### src/rtl/mcw_pkg.sv
package mcw_pkg;

   localparam int OFFS_W    = 3;
   localparam int NUM_BYTES = 4;

   // Offset map inside the eight-byte window; the read offsets index the bytes.
   typedef enum logic [OFFS_W-1:0] {
      OFF_A_LO  = 3'd0,
      OFF_A_HI  = 3'd1,
      OFF_B_LO  = 3'd2,
      OFF_B_HI  = 3'd3,
      OFF_SNAP  = 3'd4,
      OFF_CLEAR = 3'd5,
      OFF_SPR0  = 3'd6,
      OFF_SPR1  = 3'd7
   } win_off_e;

   function automatic logic is_read(win_off_e off);
      logic [OFFS_W-1:0] raw;
      raw = off;
      return ~raw[OFFS_W-1];
   endfunction

   function automatic logic [NUM_BYTES-1:0] byte_onehot(win_off_e off);
      logic [OFFS_W-1:0] raw;
      raw = off;
      return NUM_BYTES'(1) << raw[1:0];
   endfunction

endpackage

### src/rtl/mcw_win_decode.sv
module mcw_win_decode
   import mcw_pkg::*;
(
   input  logic              clk,
   input  logic              rst_n,
   input  logic              en_i,
   input  logic              ce0_n_i,
   input  logic              ce1_n_i,
   input  logic [OFFS_W-1:0] addr_i,
   output logic              hit_o,
   output logic              start_o,
   output win_off_e          off_o
);

   logic              act_q;
   logic [OFFS_W-1:0] addr_q;

   always_comb begin
      hit_o   = en_i & ~ce0_n_i & ~ce1_n_i;
      off_o   = win_off_e'(addr_i);
      // a new access: window just opened, or offset moved while it stayed open
      start_o = hit_o & (~act_q | (addr_i != addr_q));
   end

   always_ff @(posedge clk) begin
      if (!rst_n) begin
         act_q  <= 1'b0;
         addr_q <= '0;
      end else begin
         act_q  <= hit_o;
         addr_q <= addr_i;
      end
   end

   // a start inside a held window needs a different offset than last cycle
   a_r7_restart_on_move: assert property (@(posedge clk) disable iff (!rst_n)
      (start_o && act_q) |-> (addr_i != addr_q));

endmodule

### src/rtl/mcw_strobe_gen.sv
module mcw_strobe_gen
   import mcw_pkg::*;
#(
   parameter int CLR_MIN_CYC = 4
) (
   input  logic     clk,
   input  logic     rst_n,
   input  logic     start_i,
   input  win_off_e off_i,
   output logic     snap_o,
   output logic     clr_o
);

   localparam int CW = $clog2(CLR_MIN_CYC + 1);

   logic snap_q;

   always_ff @(posedge clk) begin
      if (!rst_n) snap_q <= 1'b0;
      else        snap_q <= start_i && (off_i == OFF_SNAP);
   end
   assign snap_o = snap_q;

   generate
      if (CLR_MIN_CYC == 1) begin : g_clr_single
         logic clr_q;
         always_ff @(posedge clk) begin
            if (!rst_n) clr_q <= 1'b0;
            else        clr_q <= start_i && (off_i == OFF_CLEAR);
         end
         assign clr_o = clr_q;
      end else begin : g_clr_stretch
         logic [CW-1:0] left_q;
         always_ff @(posedge clk) begin
            if (!rst_n)
               left_q <= '0;
            else if (start_i && (off_i == OFF_CLEAR))
               left_q <= CW'(CLR_MIN_CYC);
            else if (left_q != '0)
               left_q <= left_q - 1'b1;
         end
         assign clr_o = (left_q != '0);
      end
   endgenerate

   // independent run-length counter for the clear width check
   logic [CW:0] clr_run;
   always_ff @(posedge clk) begin
      if (!rst_n)              clr_run <= '0;
      else if (!clr_o)         clr_run <= '0;
      else if (clr_run < (CW+1)'(CLR_MIN_CYC)) clr_run <= clr_run + 1'b1;
   end

   // the capture strobe never lasts two cycles
   a_r3_snap_single: assert property (@(posedge clk) disable iff (!rst_n)
      snap_o |=> !snap_o);

   // capture only follows the start of an access
   a_r3_snap_source: assert property (@(posedge clk) disable iff (!rst_n)
      snap_o |-> $past(start_i));

   // every clear pulse lasts at least the configured width
   a_r4_clr_width: assert property (@(posedge clk) disable iff (!rst_n)
      $fell(clr_o) |-> (clr_run >= (CW+1)'(CLR_MIN_CYC)));

endmodule

### src/rtl/mcw_read_gate.sv
module mcw_read_gate
   import mcw_pkg::*;
#(
   parameter int DATA_W       = 8,
   parameter int IDLE_MIN_CYC = 3
) (
   input  logic                 clk,
   input  logic                 rst_n,
   input  logic                 hit_i,
   input  win_off_e             off_i,
   input  logic [DATA_W-1:0]    byte_i,
   output logic [NUM_BYTES-1:0] sel_o,
   output logic [DATA_W-1:0]    data_o,
   output logic                 oe_o
);

   localparam int IW = (IDLE_MIN_CYC < 1) ? 1 : $clog2(IDLE_MIN_CYC + 1);

   logic [NUM_BYTES-1:0] want, sel_q, sel_d;
   logic                 grant;

   always_comb begin
      want = (hit_i && is_read(off_i)) ? byte_onehot(off_i) : '0;
      if (want == '0)
         sel_d = '0;
      else if (sel_q == want)
         sel_d = want;                  // keep the byte already on the bus
      else if ((sel_q == '0) && grant)
         sel_d = want;                  // idle interval served
      else
         sel_d = '0;                    // drop first, then wait out the gap
   end

   always_ff @(posedge clk) begin
      if (!rst_n) sel_q <= '0;
      else        sel_q <= sel_d;
   end

   assign sel_o = sel_q;
   assign oe_o  = |sel_q;

   for (genvar b = 0; b < DATA_W; b++) begin : g_gate
      assign data_o[b] = byte_i[b] & oe_o;
   end

   generate
      if (IDLE_MIN_CYC == 0) begin : g_nogap
         assign grant = 1'b1;
      end else begin : g_gap
         logic [IW-1:0] idle_q;
         always_ff @(posedge clk) begin
            if (!rst_n)
               idle_q <= IW'(IDLE_MIN_CYC);
            else if (|sel_q)
               idle_q <= '0;
            else if (idle_q < IW'(IDLE_MIN_CYC))
               idle_q <= idle_q + 1'b1;
         end
         assign grant = (idle_q >= IW'(IDLE_MIN_CYC));

         // checker: length of the current all-zero run of the selects
         logic [IW:0] gap_run;
         always_ff @(posedge clk) begin
            if (!rst_n)
               gap_run <= (IW+1)'(IDLE_MIN_CYC);
            else if (|sel_o)
               gap_run <= '0;
            else if (gap_run < (IW+1)'(IDLE_MIN_CYC))
               gap_run <= gap_run + 1'b1;
         end

         // a select only rises after the full idle interval
         a_r6_idle_gap: assert property (@(posedge clk) disable iff (!rst_n)
            $rose(|sel_o) |-> (gap_run >= (IW+1)'(IDLE_MIN_CYC)));
      end
   endgenerate

   // never more than one byte on the bus
   a_r10_sel_onehot: assert property (@(posedge clk) disable iff (!rst_n)
      $onehot0(sel_o));

   // a select can switch straight to a different byte only through zero
   a_r2_no_direct_swap: assert property (@(posedge clk) disable iff (!rst_n)
      ((|sel_o) && !$stable(sel_o)) |-> ($past(sel_o) == '0));

endmodule

### src/rtl/mapped_ctr_window.sv
module mapped_ctr_window
   import mcw_pkg::*;
#(
   parameter int DATA_W       = 8,
   parameter int CLR_MIN_CYC  = 4,
   parameter int IDLE_MIN_CYC = 3
) (
   input  logic                 clk,
   input  logic                 rst_n,
   input  logic                 bus_en_i,
   input  logic                 bus_ce0_n_i,
   input  logic                 bus_ce1_n_i,
   input  logic [OFFS_W-1:0]    bus_addr_i,
   input  logic [DATA_W-1:0]    cnt_byte_i,
   output logic [NUM_BYTES-1:0] byte_sel_o,
   output logic                 snap_o,
   output logic                 clr_o,
   output logic [DATA_W-1:0]    rd_data_o,
   output logic                 rd_oe_o
);

   generate
      if (DATA_W < 1) begin : g_bad_width
         $error("mapped_ctr_window: DATA_W must be at least 1");
      end
      if (CLR_MIN_CYC < 1) begin : g_bad_clr
         $error("mapped_ctr_window: CLR_MIN_CYC must be at least 1");
      end
      if (IDLE_MIN_CYC < 0) begin : g_bad_idle
         $error("mapped_ctr_window: IDLE_MIN_CYC must not be negative");
      end
   endgenerate

   logic     win_hit, win_start;
   win_off_e win_off;

   mcw_win_decode u_dec (
      .clk     (clk),
      .rst_n   (rst_n),
      .en_i    (bus_en_i),
      .ce0_n_i (bus_ce0_n_i),
      .ce1_n_i (bus_ce1_n_i),
      .addr_i  (bus_addr_i),
      .hit_o   (win_hit),
      .start_o (win_start),
      .off_o   (win_off)
   );

   mcw_strobe_gen #(.CLR_MIN_CYC(CLR_MIN_CYC)) u_strb (
      .clk     (clk),
      .rst_n   (rst_n),
      .start_i (win_start),
      .off_i   (win_off),
      .snap_o  (snap_o),
      .clr_o   (clr_o)
   );

   mcw_read_gate #(.DATA_W(DATA_W), .IDLE_MIN_CYC(IDLE_MIN_CYC)) u_rd (
      .clk    (clk),
      .rst_n  (rst_n),
      .hit_i  (win_hit),
      .off_i  (win_off),
      .byte_i (cnt_byte_i),
      .sel_o  (byte_sel_o),
      .data_o (rd_data_o),
      .oe_o   (rd_oe_o)
   );

   // with the window closed last cycle nothing is selected or captured now
   a_r1_closed_window: assert property (@(posedge clk) disable iff (!rst_n)
      !$past(win_hit) |-> ((byte_sel_o == '0) && !snap_o));

   // a driven select comes from a live read offset one cycle earlier
   a_r2_sel_source: assert property (@(posedge clk) disable iff (!rst_n)
      (|byte_sel_o) |-> $past(win_hit && !bus_addr_i[OFFS_W-1]));

   // a clear pulse starts only from a live access at the clear offset
   a_r4_clr_source: assert property (@(posedge clk) disable iff (!rst_n)
      $rose(clr_o) |-> $past(win_hit && (bus_addr_i == OFF_CLEAR)));

   // released data is zero
   a_r8_released_zero: assert property (@(posedge clk) disable iff (!rst_n)
      !rd_oe_o |-> (rd_data_o == '0));

endmodule

### config.mk
export PLATFORM = sky130hd
export DESIGN_NAME = mapped_ctr_window
export DESIGN_NICKNAME = d
export VERILOG_FILES = /design/src/rtl/mcw_pkg.sv /design/src/rtl/mcw_win_decode.sv /design/src/rtl/mcw_strobe_gen.sv /design/src/rtl/mcw_read_gate.sv /design/src/rtl/mapped_ctr_window.sv
export SDC_FILE = /design/constraint.sdc
export NUM_CORES = 1
export LEC_CHECK = 0
export ABC_AREA = 0
export BUFFER_PORTS_ARGS = -buffer_cell sky130_fd_sc_hd__buf_2
export CAP_MARGIN = 20
export CORE_MARGIN = 8
export CORE_UTILIZATION = 45
export CTS_CLUSTER_SIZE = 40
export DETAILED_ROUTE_END_ITERATION = 6
export PLACE_DENSITY_LB_ADDON = 0.15
export SETUP_SLACK_MARGIN = 0.4
export SLEW_MARGIN = 40
export SYNTH_ARGS = -nofsm -noshare
export SYNTH_HDL_FRONTEND = slang
export SYNTH_SLANG_ARGS = --single-unit
### constraint.sdc
create_clock -name clk -period 3.7 [get_ports clk]
set_clock_uncertainty 0.15 [all_clocks]
set_input_delay 0.185 -clock clk [delete_from_list [all_inputs] [get_ports clk]]
set_output_delay 0.185 -clock clk [all_outputs]
set_load 0.005 [all_outputs]
==> results of run 1 <==
## path summary, 6_finish.rpt
| check | from | cells after the start | end | slack (ps) |
|---|---|---|---|---|
| setup / recovery | u_rd.sel_o[0] | 3 | rd_data_o[0] | 1660 |
| setup reg to reg | u_rd.sel_o[0] | 3 | u_rd.sel_o[0] | 1920 |
| hold / removal | rst_n | 2 | u_rd.g_gap.idle_q[1] | 20 |
| hold reg to reg | u_strb.g_clr_stretch.left_q[1] | 2 | u_strb.g_clr_stretch.left_q[1] | 350 |
## kinds of logic (layout without fill, tap and decap cells)
kind of cell    Yosys count  count (layout)  share of synthesized area, %
compound gates           10              10                         10.74
xor+xnor                  3               3                         3.318
fa+ha+maj                 4               4                         6.319
buf+inv                  11              42                         6.318
flops                    14              14                         35.39
mux                       2               2                         2.528
simple gates             39              39                         35.39
## cells in the final DEF (no fill, tap or decap), types with 2 or more instances in the layout
cell and n:
and2_1 10, inv_1 8, xor2_1 3, ha_1 4, mux2i_1 2, nor3_1 2, buf_2 30, nor2_1 4
dfxtp_1 14, clkbuf_4 3, nor4bb_1 2, nand2_1 5, o21ai_1 3, a21boi_1 2, or4b_1 2, nor4_2 2
## final cells by class
type	count	share of cell area, %
multi-input combinational	58	47.13
timing repair buffer	30	15.33
sequential	14	28.61
clock buffer	4	3.704
tap	17	2.171
inverter	8	3.065
## critical path, stage by stage (launching register included)
cell	delay, ps
dfxtp_1	340
or4_1	720
and2_1	240
buf_2	120
## power groups by stage
stage | Combinational, mW | Sequential, mW | Clock, mW
2_1_floorplan | 0.124 | 0.186 | 0
3_3_place_gp | 0.154 | 0.187 | 0
3_5_place_dp | 0.160 | 0.187 | 0
4_1_cts | 0.161 | 0.184 | 0.110
5_1_grt | 0.181 | 0.187 | 0.116
6_report | 0.157 | 0.184 | 0.106
## stage by stage
stage | cell area, µm² | util (%) | hold slack, ps | total power, mW
global placement | 943.4 | 55.85 | 308.0 | 0.3409
detailed placement | 943.4 | 55.85 | 309.4 | 0.3475
finish | 979.7 | 58.00 | 20.64 | 0.4472
CTS | 979.7 | 58.00 | 16.76 | 0.4555
global route | 979.7 | 58.00 | 30.66 | 0.4834
floorplan | 792.0 | - | 115.0 | 0.3099
## layer usage
metal / up-vias / share of wire [%]
met5: - / 0
met2: 11 / 54
li1: 345 / -
met4: 0 / 0.90
met1: 307 / 41
met3: 2 / 4.3
## flip-flops by register name, summed over array words and instances, names as in the netlist
register / cells
u_dec.act_q: 1
u_dec.addr_q: 3
u_rd.g_gap.idle_q: 2
u_rd.sel_o: 4
u_strb.g_clr_stretch.left_q: 3
u_strb.snap_o: 1
==> metrics.cfg, run 1 <==
[run_status]
status = finished clean

[power]
p_sw_share_pct = 30.17
pwr-share-comb_pct = 35.2
p_sw_uw = 134.9
p_per_area_mw_per_mm2 = 456.4
peakVddDrop_mv = 0.2695
pwr-share-clk_pct = 23.7
pwr-share-seq_pct = 41.1
power.leakage_nw = 0.4823
internal_power_uw = 312.2

[sta]
setup_violations = 0
worst_slack_ps = 1662
fmaxAchievable_ghz = 0.4907
fin_crit_sh_pct = 55.08
worst_pin_slew_ps = 359.1
rsz0062_at_grt = false
period_minus_slack_ps = 2038
hold_viol_final = 0
relSlewSlack_pct = 75.96
tns_ps = 0
finalMaxSlewViolations = 0

[yosys]
synth_most_common_cell = dfxtp_1
yosysWarnings = 0
yosysUniqueCellTypes = 34
synth_area_leaders = dfxtp_1 (35%), and2_1 (7.9%), ha_1 (6.3%), inv_1 (3.8%), a2bb2oi_4 (3.3%)
syn_nets = 103
ys_seq_elements = 14
synthFlopType = dfxtp_1
synth_top_cell_by_area = dfxtp_1
synthTopCellsByCount = dfxtp_1 (14), and2_1 (10), inv_1 (8)
synth_top_area_share_pct = 35.39
async_flop_share_pct = 0
avgSynthCellArea_um2 = 9.542
synth_edf_count = 0
seq_area_frac_synth_pct = 35.39
syn_inst = 83
netlist_area_um2 = 792.0

[finish]
n_fill_cell = 172
regArea_um2 = 280.3
final_nets = 135
diodes = 0
multiInputGateArea_um2 = 461.7
fin_cells = 131
synthToLayoutAreaGrowth_pct = 23.70
drive_above_1_share_pct = 36.84

[setup_path]
cp-start-kind = flop
crit_type = reg2out
cp.arrival_ps = 1700
cp-end-kind = output port
cp.required_ps = 3370
cp_max_fo = 12

[hold_path]
hold_class = in2reg

[global_routing]
grt_pass1_wl_um = 2801
use_met2_pct = 19.75
grt-ovfl-total = 0
grt_max_degree = 14
antenna_found_initial = 0
grt_use_total_pct = 10.45
busiest_layer = met2
grt_pass1_vias = 645
grt.met3_usage_pct = 3.532
grtUsageMet1_pct = 10.43

[floorplan]
initial_core_util_pct = 46.89
die_width_um = 57.95
dieArea_mm2 = 0.003358
core.rowCount = 15
ios = 31
core_area_mm2 = 0.001689
die_y_um = 57.95

[route]
finalWirelength_um = 1667
firstDrtPassIters = 4
via_per_inst = 5.076
drt_iter0_drc = 5
postRouteAntennaNets = 0
wire_per_inst_um = 12.73
via_count = 665
drc_errors = 0

[clock_tree]
numClockSinks = 14
clkTransAtPathRegs_ps = 80
clock-root-buffer = clkbuf_4
clock_latency_ps = 270
numCtsBuffers = 3
ctsHoldBuffers = 0
cts_setup_buffers = 0
cts-htree-levels = 1
cts_tree = done
clockBufferDepth = 2
cts_resized = 0

[run]
maxCapViolations = 0

[place]
place_congestion = 0.7135
dp.cells = 127
place_ws_ps = 1947
hpwl_um = 1322
port_buffers = 30

(Power assumes the default switching activity.)
==> run 2: changes to the inputs <==
CORE_UTILIZATION = 42   (was 45)
clock period = 1.7 ns   (was 3.7 ns; I/O delays follow)
==> run 2 against run 1 <==
  * The flow now finishes with violations (setup timing)
  * Count of clock-buffer cells in the layout did not move
  * Largest cell class unchanged
  * Critical endpoint is now rd_data_o[1]
  * Global-route usage rose by 1.6 points
  * Die area rose by 5.2%
==> metrics.cfg, run 2 (synthesis results as in run 1) <==
[sta]
period_minus_slack_ps = 1790
fmaxAchievable_ghz = 0.5588
setup_violations = 10
worst_slack_ps = -89.58
hold_viol_final = 0
relSlewSlack_pct = 76.49
rsz0062_at_grt = true
finalMaxSlewViolations = 0
worst_pin_slew_ps = 351.2
fin_crit_sh_pct = 105.3

[clock_tree]
cts_tree = done
clock-root-buffer = clkbuf_4
numCtsBuffers = 3
clockBufferDepth = 2
cts-htree-levels = 1
clock_latency_ps = 280
clkTransAtPathRegs_ps = 90
numClockSinks = 14

[setup_path]
cp_max_fo = 5
r2r-start = u_rd.sel_o[3]
cp.required_ps = 1460
cp.arrival_ps = 1550
crit_type = reg2out
cp-end-kind = output port
cp-start-kind = flop
crit_start = u_rd.sel_o[0]

[finish]
final_common_cell = buf_2
final_util_pct = 72.97
fin_cells = 157
diodes = 0
final_nets = 153
drive_above_1_share_pct = 60.61
synthToLayoutAreaGrowth_pct = 60.82
mostFrequentLayoutCells = buf_2 (21), buf_6 (12), buf_4 (12)
largest_reg_flops = 4

[route]
drt_iter0_drc = 21
via_per_inst = 4.803
postRouteAntennaNets = 0
drc_errors = 0
firstDrtPassIters = 4
via_count = 754
wire_per_inst_um = 13.55
finalWirelength_um = 2127

[floorplan]
ios = 31
core.rowCount = 15
initial_core_util_pct = 45.38
die_width_um = 59.43
dieArea_mm2 = 0.003531
die_y_um = 59.43
core_area_mm2 = 0.001745

[run_status]
status = finished, violations left
violations = setup timing

[power]
power_mw = 1.179
p_sw_uw = 362.9
pwr-share-comb_pct = 45.2
p_per_area_mw_per_mm2 = 926.0
p_sw_share_pct = 30.77
internal_power_uw = 816.5
pwr-share-clk_pct = 20.3
power.leakage_nw = 0.6039
pwr-share-seq_pct = 34.5
peakVddDrop_mv = 0.6420

[hold_path]
hold_class = in2reg
hold_start = bus_ce1_n_i

[place]
place_congestion = 0.7548
port_buffers = 30
dp.cells = 139
hpwl_um = 1420

[global_routing]
antenna_found_initial = 0
grt_pass1_wl_um = 3374
grt_pass1_vias = 744
grt_use_total_pct = 12.09
grt-ovfl-total = 0
grt_max_degree = 13

[run]
maxCapViolations = 0

-- run 2: cell count changes in the layout (fill, tap and decap cells not counted), moves of 3 or more --
| cell | before | now |
|---|---|---|
| dfxtp_2 | 0 | 5 |
| and2_4 | 0 | 7 |
| dfxtp_1 | 14 | 9 |
| buf_6 | 0 | 12 |
| buf_2 | 30 | 21 |
| buf_4 | 0 | 12 |
| inv_2 | 0 | 3 |
| inv_1 | 8 | 5 |
| and2_1 | 10 | 3 |
-- run 2: repair_timing --
action                                  CTS  global route
endpoints found under the setup margin   19            19
resized for setup                        26            10
hold endpoints to repair                 10             0
hold buffers                              3             0
setup buffers                             6             4
pin swaps                                15            11
gates cloned                              1             0
-- run 2: metrics by stage --
step	instance area [µm²]	setup TNS, ps	hold WS [ps]	setup slack, ps
floorplan	799.5	0	14.99	150.0
global placement	987.2	0	199.5	87.69
detailed placement	987.2	0	207.8	70.88
CTS	1200	-819.6	0.3124	-101.2
global route	1274	-1372	14.97	-134.6
finish	1274	-761.0	11.17	-89.58
-- run 2: layout make-up --
type	count	area, µm²
Inverter	8	30.03
Fill cell	138	471.7
Sequential cell	14	286.5
Clock buffer	4	36.28
Tap cell	25	31.28
Multi-Input combinational cell	58	526.8
Timing Repair Buffer	48	362.8
-- run 2: worst paths after layout --
check             cells past startpoint                   end  slack, ps
setup / recovery                      4          rd_data_o[1]        -90
hold / removal                        4         u_rd.sel_o[1]         10
setup reg to reg                      6         u_rd.sel_o[0]        -60
hold reg to reg                       2  u_rd.g_gap.idle_q[1]        430
-- run 2: routing by layer --
metal | GRT usage, % | routed length [µm]
met3 | 2.603 | 68
met4 | 3.072 | 0
met1 | 13.13 | 840
met5 | 0 | 0
met2 | 22.65 | 1218
-- run 2: critical path: stages (launching register included) --
cell	delay, ps
dfxtp_2	330
or4_4	550
buf_6	150
and2_4	130
buf_6	110
-- run 2: power groups by stage --
stage / clock, mW / sequential [mW] / combinational [mW]
final: 0.240 / 0.407 / 0.533
after global routing: 0.263 / 0.416 / 0.611
after CTS: 0.247 / 0.407 / 0.478
after detailed placement: 0 / 0.409 / 0.347
after global placement: 0 / 0.406 / 0.339
after floorplan: 0 / 0.404 / 0.272
